--- src/rtl/dlc_pkg.sv ---
// Shared definitions for the dual lock-step channel controller.
// Assumes exactly two channels, A at index 0 and B at index 1.
package dlc_pkg;
    typedef enum logic {
        MODE_LOCK = 1'b0,
        MODE_PAR  = 1'b1
    } run_mode_e;

    localparam int NCH = 2;
endpackage

--- src/rtl/dlc_health.sv ---
// Per-channel health tracker. A mismatch flag latches a sticky failure that
// only reset clears. The live output also drops in the very cycle of the
// mismatch, so that the failing result is never committed.
// Assumes mis is synchronous to clk.
module dlc_health (
    input  logic clk,
    input  logic rst_n,
    input  logic mis,
    output logic ok,
    output logic live
);
    logic failed_q;

    // Sticky failure latch, cleared only by reset.
    always_ff @(posedge clk) begin
        if (!rst_n) failed_q <= 1'b0;
        else if (mis) failed_q <= 1'b1;
    end

    // Trusted status: not failed before, and not failing now.
    always_comb begin
        ok   = !failed_q;
        live = !failed_q && !mis;
    end


    sticky_fail_chk: assert property (@(posedge clk) disable iff (!rst_n)
        !ok |=> !ok);

    mis_excludes_chk: assert property (@(posedge clk) disable iff (!rst_n)
        mis |=> !ok);
endmodule

--- src/rtl/dlc_xcheck.sv ---
// Cross-channel comparator for lock-step operation. A disagreement is a
// mismatch of the valid bits, or equal valid bits with different data.
// Data is ignored when neither channel is valid.
module dlc_xcheck #(
    parameter int DW = 16
) (
    input  logic          a_vld,
    input  logic [DW-1:0] a_dat,
    input  logic          b_vld,
    input  logic [DW-1:0] b_dat,
    output logic          differ
);
    // Compare handshake and payload of the two channels.
    always_comb begin
        differ = (a_vld != b_vld) || (a_vld && (a_dat != b_dat));
    end
endmodule

--- src/rtl/dlc_mode_reg.sv ---
// Mode register. It loads the requested mode during reset, and afterwards
// only in a cycle where neither channel presents a result.
module dlc_mode_reg
    import dlc_pkg::*;
(
    input  logic      clk,
    input  logic      rst_n,
    input  logic      mode_sel,
    input  logic      busy,
    output run_mode_e mode_q
);
    // Capture mode in reset or while idle.
    always_ff @(posedge clk) begin
        if (!rst_n || !busy) mode_q <= run_mode_e'(mode_sel);
    end


    mode_hold_chk: assert property (@(posedge clk) disable iff (!rst_n)
        busy |=> $stable(mode_q));
endmodule

--- src/rtl/dlc_steer.sv ---
// Commit and steering stage. From the current mode, the channels' live
// status and the cross-check result, it decides what each output port
// commits, and registers the outcome. Ports without a commit carry zero data.
// Assumes live and differ are computed from the same cycle's inputs.
module dlc_steer
    import dlc_pkg::*;
#(
    parameter int DW = 16
) (
    input  logic           clk,
    input  logic           rst_n,
    input  run_mode_e      mode,
    input  logic [NCH-1:0] live,
    input  logic [NCH-1:0] vld,
    input  logic [DW-1:0]  a_dat,
    input  logic [DW-1:0]  b_dat,
    input  logic           differ,
    output logic           p0_vld,
    output logic [DW-1:0]  p0_dat,
    output logic           p1_vld,
    output logic [DW-1:0]  p1_dat,
    output logic           xdis,
    output logic           src_b
);
    logic          n0_vld, n1_vld, n_xdis, n_srcb;
    logic [DW-1:0] n0_dat, n1_dat;

    // Select what each port commits this cycle.
    always_comb begin
        n0_vld = 1'b0;
        n0_dat = '0;
        n1_vld = 1'b0;
        n1_dat = '0;
        n_xdis = 1'b0;
        n_srcb = 1'b0;
        if (mode == MODE_LOCK) begin
            if (live[0] && live[1]) begin
                n_xdis = differ;
                n0_vld = vld[0] && !differ;
                n0_dat = n0_vld ? a_dat : '0;
            end else if (live[0]) begin
                n0_vld = vld[0];
                n0_dat = vld[0] ? a_dat : '0;
            end else if (live[1]) begin
                n_srcb = 1'b1;
                n0_vld = vld[1];
                n0_dat = vld[1] ? b_dat : '0;
            end
        end else begin
            n0_vld = live[0] && vld[0];
            n0_dat = n0_vld ? a_dat : '0;
            n1_vld = live[1] && vld[1];
            n1_dat = n1_vld ? b_dat : '0;
        end
    end

    // Register the port outputs.
    always_ff @(posedge clk) begin
        if (!rst_n) begin
            p0_vld <= 1'b0;
            p0_dat <= '0;
            p1_vld <= 1'b0;
            p1_dat <= '0;
            xdis   <= 1'b0;
            src_b  <= 1'b0;
        end else begin
            p0_vld <= n0_vld;
            p0_dat <= n0_dat;
            p1_vld <= n1_vld;
            p1_dat <= n1_dat;
            xdis   <= n_xdis;
            src_b  <= n_srcb;
        end
    end


    lock_port1_quiet_chk: assert property (@(posedge clk) disable iff (!rst_n)
        (mode == MODE_LOCK) |=> !p1_vld);

    disagree_withholds_chk: assert property (@(posedge clk) disable iff (!rst_n)
        xdis |-> (!p0_vld && !p1_vld));

    failover_chk: assert property (@(posedge clk) disable iff (!rst_n)
        (mode == MODE_LOCK && !live[0] && live[1] && vld[1]) |=> (p0_vld && src_b));

    idle_zero_chk: assert property (@(posedge clk) disable iff (!rst_n)
        (!p0_vld |-> p0_dat == '0) and (!p1_vld |-> p1_dat == '0));
endmodule

--- src/rtl/duo_lockstep_ctrl.sv ---
// Top of the dual lock-step channel mode controller. It ties together the
// per-channel health trackers, the cross-channel comparator, the mode
// register and the commit stage, and derives the fatal flag.
// Assumes each channel's mismatch flag comes from that channel's own
// master/checker comparator, aligned with its result.
module duo_lockstep_ctrl
    import dlc_pkg::*;
#(
    parameter int DW = 16
) (
    input  logic          clk,
    input  logic          rst_n,
    input  logic          mode_sel,
    input  logic          a_vld,
    input  logic [DW-1:0] a_dat,
    input  logic          a_mis,
    input  logic          b_vld,
    input  logic [DW-1:0] b_dat,
    input  logic          b_mis,
    output logic          p0_vld,
    output logic [DW-1:0] p0_dat,
    output logic          p1_vld,
    output logic [DW-1:0] p1_dat,
    output logic          xdis,
    output logic          src_b,
    output logic [1:0]    ch_ok,
    output logic          fatal,
    output logic          mode_now
);
    logic [NCH-1:0] mis_v, ok_v, live_v, vld_v;
    logic           differ;
    run_mode_e      mode_q;

    // Gather the per-channel signals into vectors.
    always_comb begin
        mis_v = {b_mis, a_mis};
        vld_v = {b_vld, a_vld};
    end

    for (genvar g = 0; g < NCH; g++) begin : g_hlth
        dlc_health u_hlth (
            .clk  (clk),
            .rst_n(rst_n),
            .mis  (mis_v[g]),
            .ok   (ok_v[g]),
            .live (live_v[g])
        );
    end

    dlc_xcheck #(.DW(DW)) u_xchk (
        .a_vld (a_vld),
        .a_dat (a_dat),
        .b_vld (b_vld),
        .b_dat (b_dat),
        .differ(differ)
    );

    dlc_mode_reg u_mode (
        .clk     (clk),
        .rst_n   (rst_n),
        .mode_sel(mode_sel),
        .busy    (a_vld || b_vld),
        .mode_q  (mode_q)
    );

    dlc_steer #(.DW(DW)) u_steer (
        .clk   (clk),
        .rst_n (rst_n),
        .mode  (mode_q),
        .live  (live_v),
        .vld   (vld_v),
        .a_dat (a_dat),
        .b_dat (b_dat),
        .differ(differ),
        .p0_vld(p0_vld),
        .p0_dat(p0_dat),
        .p1_vld(p1_vld),
        .p1_dat(p1_dat),
        .xdis  (xdis),
        .src_b (src_b)
    );

    // Drive the status outputs.
    always_comb begin
        ch_ok    = ok_v;
        fatal    = !ok_v[0] && !ok_v[1];
        mode_now = mode_q;
    end


    fatal_silent_chk: assert property (@(posedge clk) disable iff (!rst_n)
        fatal |-> (!p0_vld && !p1_vld && !xdis));
endmodule

--- config.mk ---
export PLATFORM = sky130hd
export DESIGN_NAME = duo_lockstep_ctrl
export DESIGN_NICKNAME = d
export VERILOG_FILES = /design/src/rtl/dlc_pkg.sv /design/src/rtl/dlc_health.sv /design/src/rtl/dlc_xcheck.sv /design/src/rtl/dlc_mode_reg.sv /design/src/rtl/dlc_steer.sv /design/src/rtl/duo_lockstep_ctrl.sv
export SDC_FILE = /design/constraint.sdc
export NUM_CORES = 1
export LEC_CHECK = 0
export CORE_AREA = 5 5 78 62
export CTS_CLUSTER_DIAMETER = 30
export CTS_CLUSTER_SIZE = 10
export DETAILED_ROUTE_END_ITERATION = 12
export DIE_AREA = 0 0 83 67
export GPL_ROUTABILITY_DRIVEN = 0
export PLACE_DENSITY = 0.88
export SLEW_MARGIN = 5
export SYNTH_ARGS = -nofsm -noshare
export SYNTH_HDL_FRONTEND = slang
export SYNTH_SLANG_ARGS = --single-unit
--- constraint.sdc ---
create_clock -name clk -period 3 [get_ports clk]
set_input_delay 0.75 -clock clk [delete_from_list [all_inputs] [get_ports clk]]
set_output_delay 0.75 -clock clk [all_outputs]
set_load 0.01 [all_outputs]
Word level (Yosys, flattened, before mapping)
Index checks and enable logic that the tools add are counted.

Register bits: 39. Bits of input ports: 39. Output and inout port bits: 40. Logic and storage cells: 48.

Eq/ne operators: 2. Mux-type cells: 13. Bitwise operators: 2. Reductions and logical operators: 22.

Operator list (number): 2-to-1 mux 16 bit (8); != test 16 bit (1); logical AND 1 bit (8); zero test 1 bit (7); 2-to-1 mux 1 bit (5); OR reduction 4 bit (1); logical OR 1 bit (3); AND reduction 3 bit (1); OR reduction 3 bit (1); inverter 1 bit (2); AND reduction 2 bit (1); != test 1 bit (1).

Logic depth before layout (Yosys ltp)
Word-level depth: 8. Depth in mapped cells: 6. Depth with buffers taken out: 5.

Hierarchy
Synthesis repeated with hierarchy kept, for this count alone.

Cells, all modules: 118. Area, all modules: 1377.6 um2.

By module, submodules not included: dlc_steer (times used 1, cells an instance 82, area each 1079.8 um2, seq. area each 720.7 um2); dlc_xcheck (times used 1, cells an instance 24, area each 183.9 um2, seq. area each 0.0 um2); dlc_health (times used 2, cells an instance 4, area each 35.0 um2, seq. area each 20.0 um2); dlc_mode_reg (times used 1, cells an instance 2, area each 33.8 um2, seq. area each 30.0 um2); duo_lockstep_ctrl (times used 1, cells an instance 2, area each 10.0 um2, seq. area each 0.0 um2).

Worst setup path after synthesis
OpenSTA, ideal clock, no wires.

Path kind: input to register. Start: input port a_vld. End: register u_steer.p0_dat[6]. Library setup time: 70 ps. Arrival: 1908 ps. Data required time: 2930 ps. Setup slack: 1022 ps. Cell stages on the path: 6. Path buffers: 1. Cells stage by stage: inv_1 ha_1 nor2_1 clkbuf_1 nand4_1 a21boi_1.

Word-level cells in the longest chain between the ends: 7. Elaborated cells between the ends (all ways): 12. Those cells by class: 1 x eq/ne; 6 x mux; 5 x reduce/logical.

Ends and longest elaborated chain: from (decl) (RTL line duo_lockstep_ctrl.sv:14) `input logic a_vld,`; != test 1 bit / logical AND 1 bit (equally long branches) (RTL line dlc_xcheck.sv:15) `differ = (a_vld != b_vld) || (a_vld && (a_dat != b_dat));`; logical OR 1 bit (RTL line dlc_xcheck.sv:15); zero test 1 bit (RTL line dlc_steer.sv:39) `n0_vld = vld[0] && !differ;`; logical AND 1 bit (RTL line dlc_steer.sv:39); 2-to-1 mux 16 bit (RTL line dlc_steer.sv:40) `n0_dat = n0_vld ? a_dat : '0;`; 2-to-1 mux 16 bit (RTL line dlc_steer.sv:37) `if (live[0] && live[1]) begin`; 2-to-1 mux 16 bit * (RTL line dlc_steer.sv:36) `if (mode == MODE_LOCK) begin`; to (signal assigned) (RTL line dlc_steer.sv:68) `p0_dat <= n0_dat;`; to (decl) (RTL line dlc_steer.sv:19) `output logic [DW-1:0] p0_dat,`.

Every way passes the cells marked *; elsewhere a longest branch is shown, timed or not. A chain may end at the register's enable or synchronous reset.

Worst setup path in the final report
Start: input port b_dat[0]. End: register u_steer.p0_dat[12].

Word-level cells in the longest chain between the ends: 8.

Ends and longest elaborated chain: from (decl) (RTL line duo_lockstep_ctrl.sv:18) `input logic [DW-1:0] b_dat,`; != test 16 bit (RTL line dlc_xcheck.sv:15); logical AND 1 bit (RTL line dlc_xcheck.sv:15); logical OR 1 bit (RTL line dlc_xcheck.sv:15); zero test 1 bit (RTL line dlc_steer.sv:39); logical AND 1 bit (RTL line dlc_steer.sv:39); 2-to-1 mux 16 bit (RTL line dlc_steer.sv:40); 2-to-1 mux 16 bit (RTL line dlc_steer.sv:37); 2-to-1 mux 16 bit (RTL line dlc_steer.sv:36).

No other way between the ends.

==> PnR_summary.wiki <==
{| class="wikitable"
! Metric !! Value
|-
| Status || completed
|-
| Setup repair after global routing missed its margin || no
|-
| Flop and latch count out of synthesis || 39
|-
| H-tree depth reported by CTS || 2
|-
| Gate Count Post-Synth || 166
|-
| Arithmetic-cell share of the synthesized area counting full adders, half adders and majority gates || 0.749%
|-
| Number of remaining DRC errors || 0
|-
| Portion of the post-synthesis area used by sequential elements || 47.3%
|-
| Die Span X || 83 um
|-
| Cell chosen for the clock root || sky130_fd_sc_hd__clkbuf_8
|-
| Avg Synthesized Cell Area || 10.1 um2
|-
| Final critical-path required period || 2.50 ns
|-
| Leakage Power || 0.939 nW
|-
| Number of cells on the worst reg-to-reg path || 5
|-
| Floorplan Core Area || 0.00395 mm2
|-
| Number of warnings issued by yosys || 0
|-
| Global routing's busiest layer || met2
|-
| Worst reg2reg path endpoint || u_steer.p0_dat[1]
|-
| Post-CTS Setup Repair Bufs || 0
|-
| Worst hold path class || flop to flop
|-
| Last element of the critical path || u_steer.p0_dat[12]
|-
| Number of instances resized during post-cts repair || 0
|-
| Number of antenna diodes || 0
|-
| Share of the synthesized area in compound gates (AO/OA/AOI/OAI) || 17.5%
|-
| Maximum number of pins on one net before global-route repair || 22
|-
| Endpoint arrival time on the critical path || 2.74 ns
|-
| Worst-margin pin slew || 0.628 ns
|-
| Most frequent cells in the layout || 78 x sky130_fd_sc_hd__clkdlybuf4s50_1, 38 x sky130_fd_sc_hd__dfxtp_1, 20 x sky130_fd_sc_hd__nand4_1
|-
| Number of endpoints with negative hold slack in the final report || 0
|-
| Clock Skews || 0.00931 ns
|-
| Origin of the critical flop-to-flop path || g_hlth[0].u_hlth.failed_q
|-
| Cell total after placement || 294
|-
| Detailed placer's ending HPWL || 3460 um
|-
| Count of different cell masters after synthesis || 29
|-
| Grt total ovfl || 0
|-
| Largest family of logic cells by synthesized area || simple AND/OR/NAND/NOR gates
|-
| Met2 track demand over resource in global routing || 29.0%
|-
| Number of buffers inserted by port buffering || 78
|-
| CP Class || input pin to flop
|-
| Multiplexer share of the synthesized area || 0%
|-
| Final layout net count || 286
|-
| Post-synthesis instance area || 0.00167 mm2
|-
| Category of the worst setup path launch point || input pin
|-
| Setup TNS || 0 ns
|-
| Top-area cell type share of the netlist area || 45.5%
|-
| Routed vias/inst || 5.25
|-
| Peak Freq || 399 MHz
|-
| Worst Path Required || 3.23 ns
|-
| Detailed Route Iter0 Violations || 135
|-
| Cell family contributing the most delay on the critical path || simple AND/OR/NAND/NOR gates
|-
| Share of the synthesized netlist area taken by xor and xnor gates || 8.38%
|-
| Top cell by count, worst path || sky130_fd_sc_hd__nand4_1
|-
| Via count of the first global-routing pass || 1,529
|-
| Non-filler instance count after layout || 302
|-
| Hold buffer count at CTS || 0
|-
| Growth of design area from synthesis to finish || 56.7%
|-
| Maximum VDD drop || 0.223 mV
|-
| Crit share post-route || 83.5%
|-
| First element of the critical path || b_dat[0]
|-
| Critical path's largest stage delay || 0.58 ns
|-
| FF-to-FF setup slack || 1.31 ns
|-
| Row cnt || 20
|-
| Share of synthesized cell area in and, or, nand and nor gates || 21.3%
|-
| TritonCTS clock tree || yes
|-
| Number of placed I/O pins || 79
|-
| Critical path, cell by cell || clkdlybuf4s50_1, xnor2_1, nand4_1, nor4_4, buf_4, nand4_1, a21boi_1
|-
| Clock slew at reported path FFs || 0.08 ns
|-
| Cts bufs inserted || 5
|-
| Reported max-cap violation count || 0
|-
| Critical-path top delay cell || sky130_fd_sc_hd__nor4_4
|-
| Initial Util || 42.3%
|-
| Critical Path Sink Type || flop
|-
| Detailed Route WL || 4740 um
|-
| Nets in the synthesized netlist || 206
|-
| Area of the die || 0.00556 mm2
|-
| Largest area contributor in the synthesized netlist || sky130_fd_sc_hd__dfxtp_1
|-
| First-pass DRT Iterations || 4
|-
| Final Max Slew Viols || 0
|-
| Post-route ant nets || 0
|-
| Slew margin rel. || 58.1%
|-
| Share of post-route cells with drive strength above 1 || 8.50%
|-
| Top area cells in the synthesized netlist || sky130_fd_sc_hd__dfxtp_1 46%, sky130_fd_sc_hd__xnor2_1 8.4%, sky130_fd_sc_hd__a32oi_1 7.9%
|-
| GR Util All Layers || 17.4%
|-
| Maximum buffer depth of the clock tree || 2
|-
| Commonest non-fill, non-tap cell in the layout || sky130_fd_sc_hd__clkdlybuf4s50_1
|-
| Worst skew pair latency || 0.30 ns
|-
| Crit Path Max Fanout || 10
|-
| Total number of vias || 1,584
|-
| GRT met3 Usage || 5.32%
|-
| Clk sink count || 39
|-
| Chip height || 67 um
|-
| Setup violations, final || 0
|-
| Number of buffers and inverters on the critical path || 2
|-
| Met1 track demand over resource || 21.1%
|-
| Global-route wire length before repair || 7570 um
|-
| CP Depth || 7
|-
| Power density normalized to cell area || 437 mW/mm2
|-
| Average wire length per cell after detail routing || 15.7 um
|-
| Initial antenna violation count || 0
|}
[cells by family (layout without fill, tap and decap cells)]
group | Yosys count | count (layout)
and+or+nand+nor | 56 | 56
DFF | 39 | 39
AOI/OAI and AO/OA | 37 | 37
buffers and inverters | 17 | 98
xor gates and xnor gates | 16 | 16
adders and majority gates | 1 | 1
[flip-flops by register name, indices dropped and copies added, names as in the netlist]
signal                  count
u_steer.src_b               1
u_mode.mode_q               1
u_steer.p1_dat             16
u_steer.p1_vld              1
u_steer.p0_vld              1
u_steer.xdis                1
g_hlth.u_hlth.failed_q      2
u_steer.p0_dat             16
[cell usage after synthesis]
cell type                   n
sky130_fd_sc_hd__dfxtp_1   38
sky130_fd_sc_hd__nand4_1   20
sky130_fd_sc_hd__and2_1    16
sky130_fd_sc_hd__xnor2_1   16
sky130_fd_sc_hd__a21boi_1  15
sky130_fd_sc_hd__a32oi_1   15
sky130_fd_sc_hd__clkbuf_1   8
sky130_fd_sc_hd__inv_1      5
sky130_fd_sc_hd__nor2_1     4
sky130_fd_sc_hd__nand3_1    3
sky130_fd_sc_hd__o21ai_0    3
sky130_fd_sc_hd__and3_1     2
sky130_fd_sc_hd__buf_4      2
sky130_fd_sc_hd__nand2_1    2
sky130_fd_sc_hd__nor2_2     2
sky130_fd_sc_hd__nor2b_1    2
sky130_fd_sc_hd__a211oi_2   1
sky130_fd_sc_hd__a21oi_1    1
sky130_fd_sc_hd__a31oi_1    1
sky130_fd_sc_hd__buf_2      1
sky130_fd_sc_hd__buf_6      1
sky130_fd_sc_hd__edfxtp_1   1
sky130_fd_sc_hd__ha_1       1
sky130_fd_sc_hd__nand2b_1   1
sky130_fd_sc_hd__nor3_1     1
sky130_fd_sc_hd__nor3_2     1
sky130_fd_sc_hd__nor3b_2    1
sky130_fd_sc_hd__nor4_4     1
sky130_fd_sc_hd__o211a_1    1
[how the worst min path moves through the flow]
stage / startpoint / end / slack [ns] / depth (start not counted)
final: g_hlth[1].u_hlth.failed_q / g_hlth[1].u_hlth.failed_q / 0.65 / 3
after global routing: g_hlth[1].u_hlth.failed_q / g_hlth[1].u_hlth.failed_q / 0.70 / 3
after CTS: g_hlth[1].u_hlth.failed_q / g_hlth[1].u_hlth.failed_q / 0.65 / 3
after detailed placement: g_hlth[1].u_hlth.failed_q / g_hlth[1].u_hlth.failed_q / 0.64 / 3
after global placement: g_hlth[1].u_hlth.failed_q / g_hlth[1].u_hlth.failed_q / 0.63 / 3
after floorplan: g_hlth[1].u_hlth.failed_q / g_hlth[1].u_hlth.failed_q / 0.54 / 2
[where the power goes]
part	switching, mW	leakage (nW)	internal (mW)
registers	0.00710	0.319	0.535
clock network	0.196	0.0563	0.214
logic	0.0854	0.564	0.108
[final cells by class]
| type | count | area, um2 |
|---|---|---|
| clock buffers | 6 | 93.8 |
| clock inverters | 2 | 13.8 |
| fillers | 339 | 1330 |
| inverters | 5 | 18.8 |
| multi-input cells | 110 | 801 |
| flip-flops and latches | 39 | 791 |
| well taps | 55 | 68.8 |
| repair buffers | 85 | 833 |
[worst reg2reg max path, stage by stage, from the launching register on]
cell and delay [ns]:
sky130_fd_sc_hd__dfxtp_1 0.34, sky130_fd_sc_hd__nor2_2 0.29, sky130_fd_sc_hd__nand2_1 0.13, sky130_fd_sc_hd__nor2_2 0.51, sky130_fd_sc_hd__nand4_1 0.19, sky130_fd_sc_hd__a21boi_1 0.17
[metal layers]
layer,vias to the layer above,part of all wire [%]
met2,73,47
li1,768,-
met5,-,0
met3,5,7.8
met4,0,1.2
met1,738,43
[per-stage QoR]
step	hold WS (ns)	setup slack, ns	util (%)	cell area (um2)	power, mW
6_report	0.654	0.496	66.3	2620	1.15
5_1_grt	0.703	0.313	66.3	2620	1.20
4_1_cts	0.652	0.516	66.3	2620	1.16
3_5_place_dp	0.640	0.200	63.5	2510	0.746
3_3_place_gp	0.630	0.226	63.5	2510	0.744
2_1_floorplan	0.537	1.02	-	1670	0.632
Note: power is estimated with default switching activity, not from simulation.
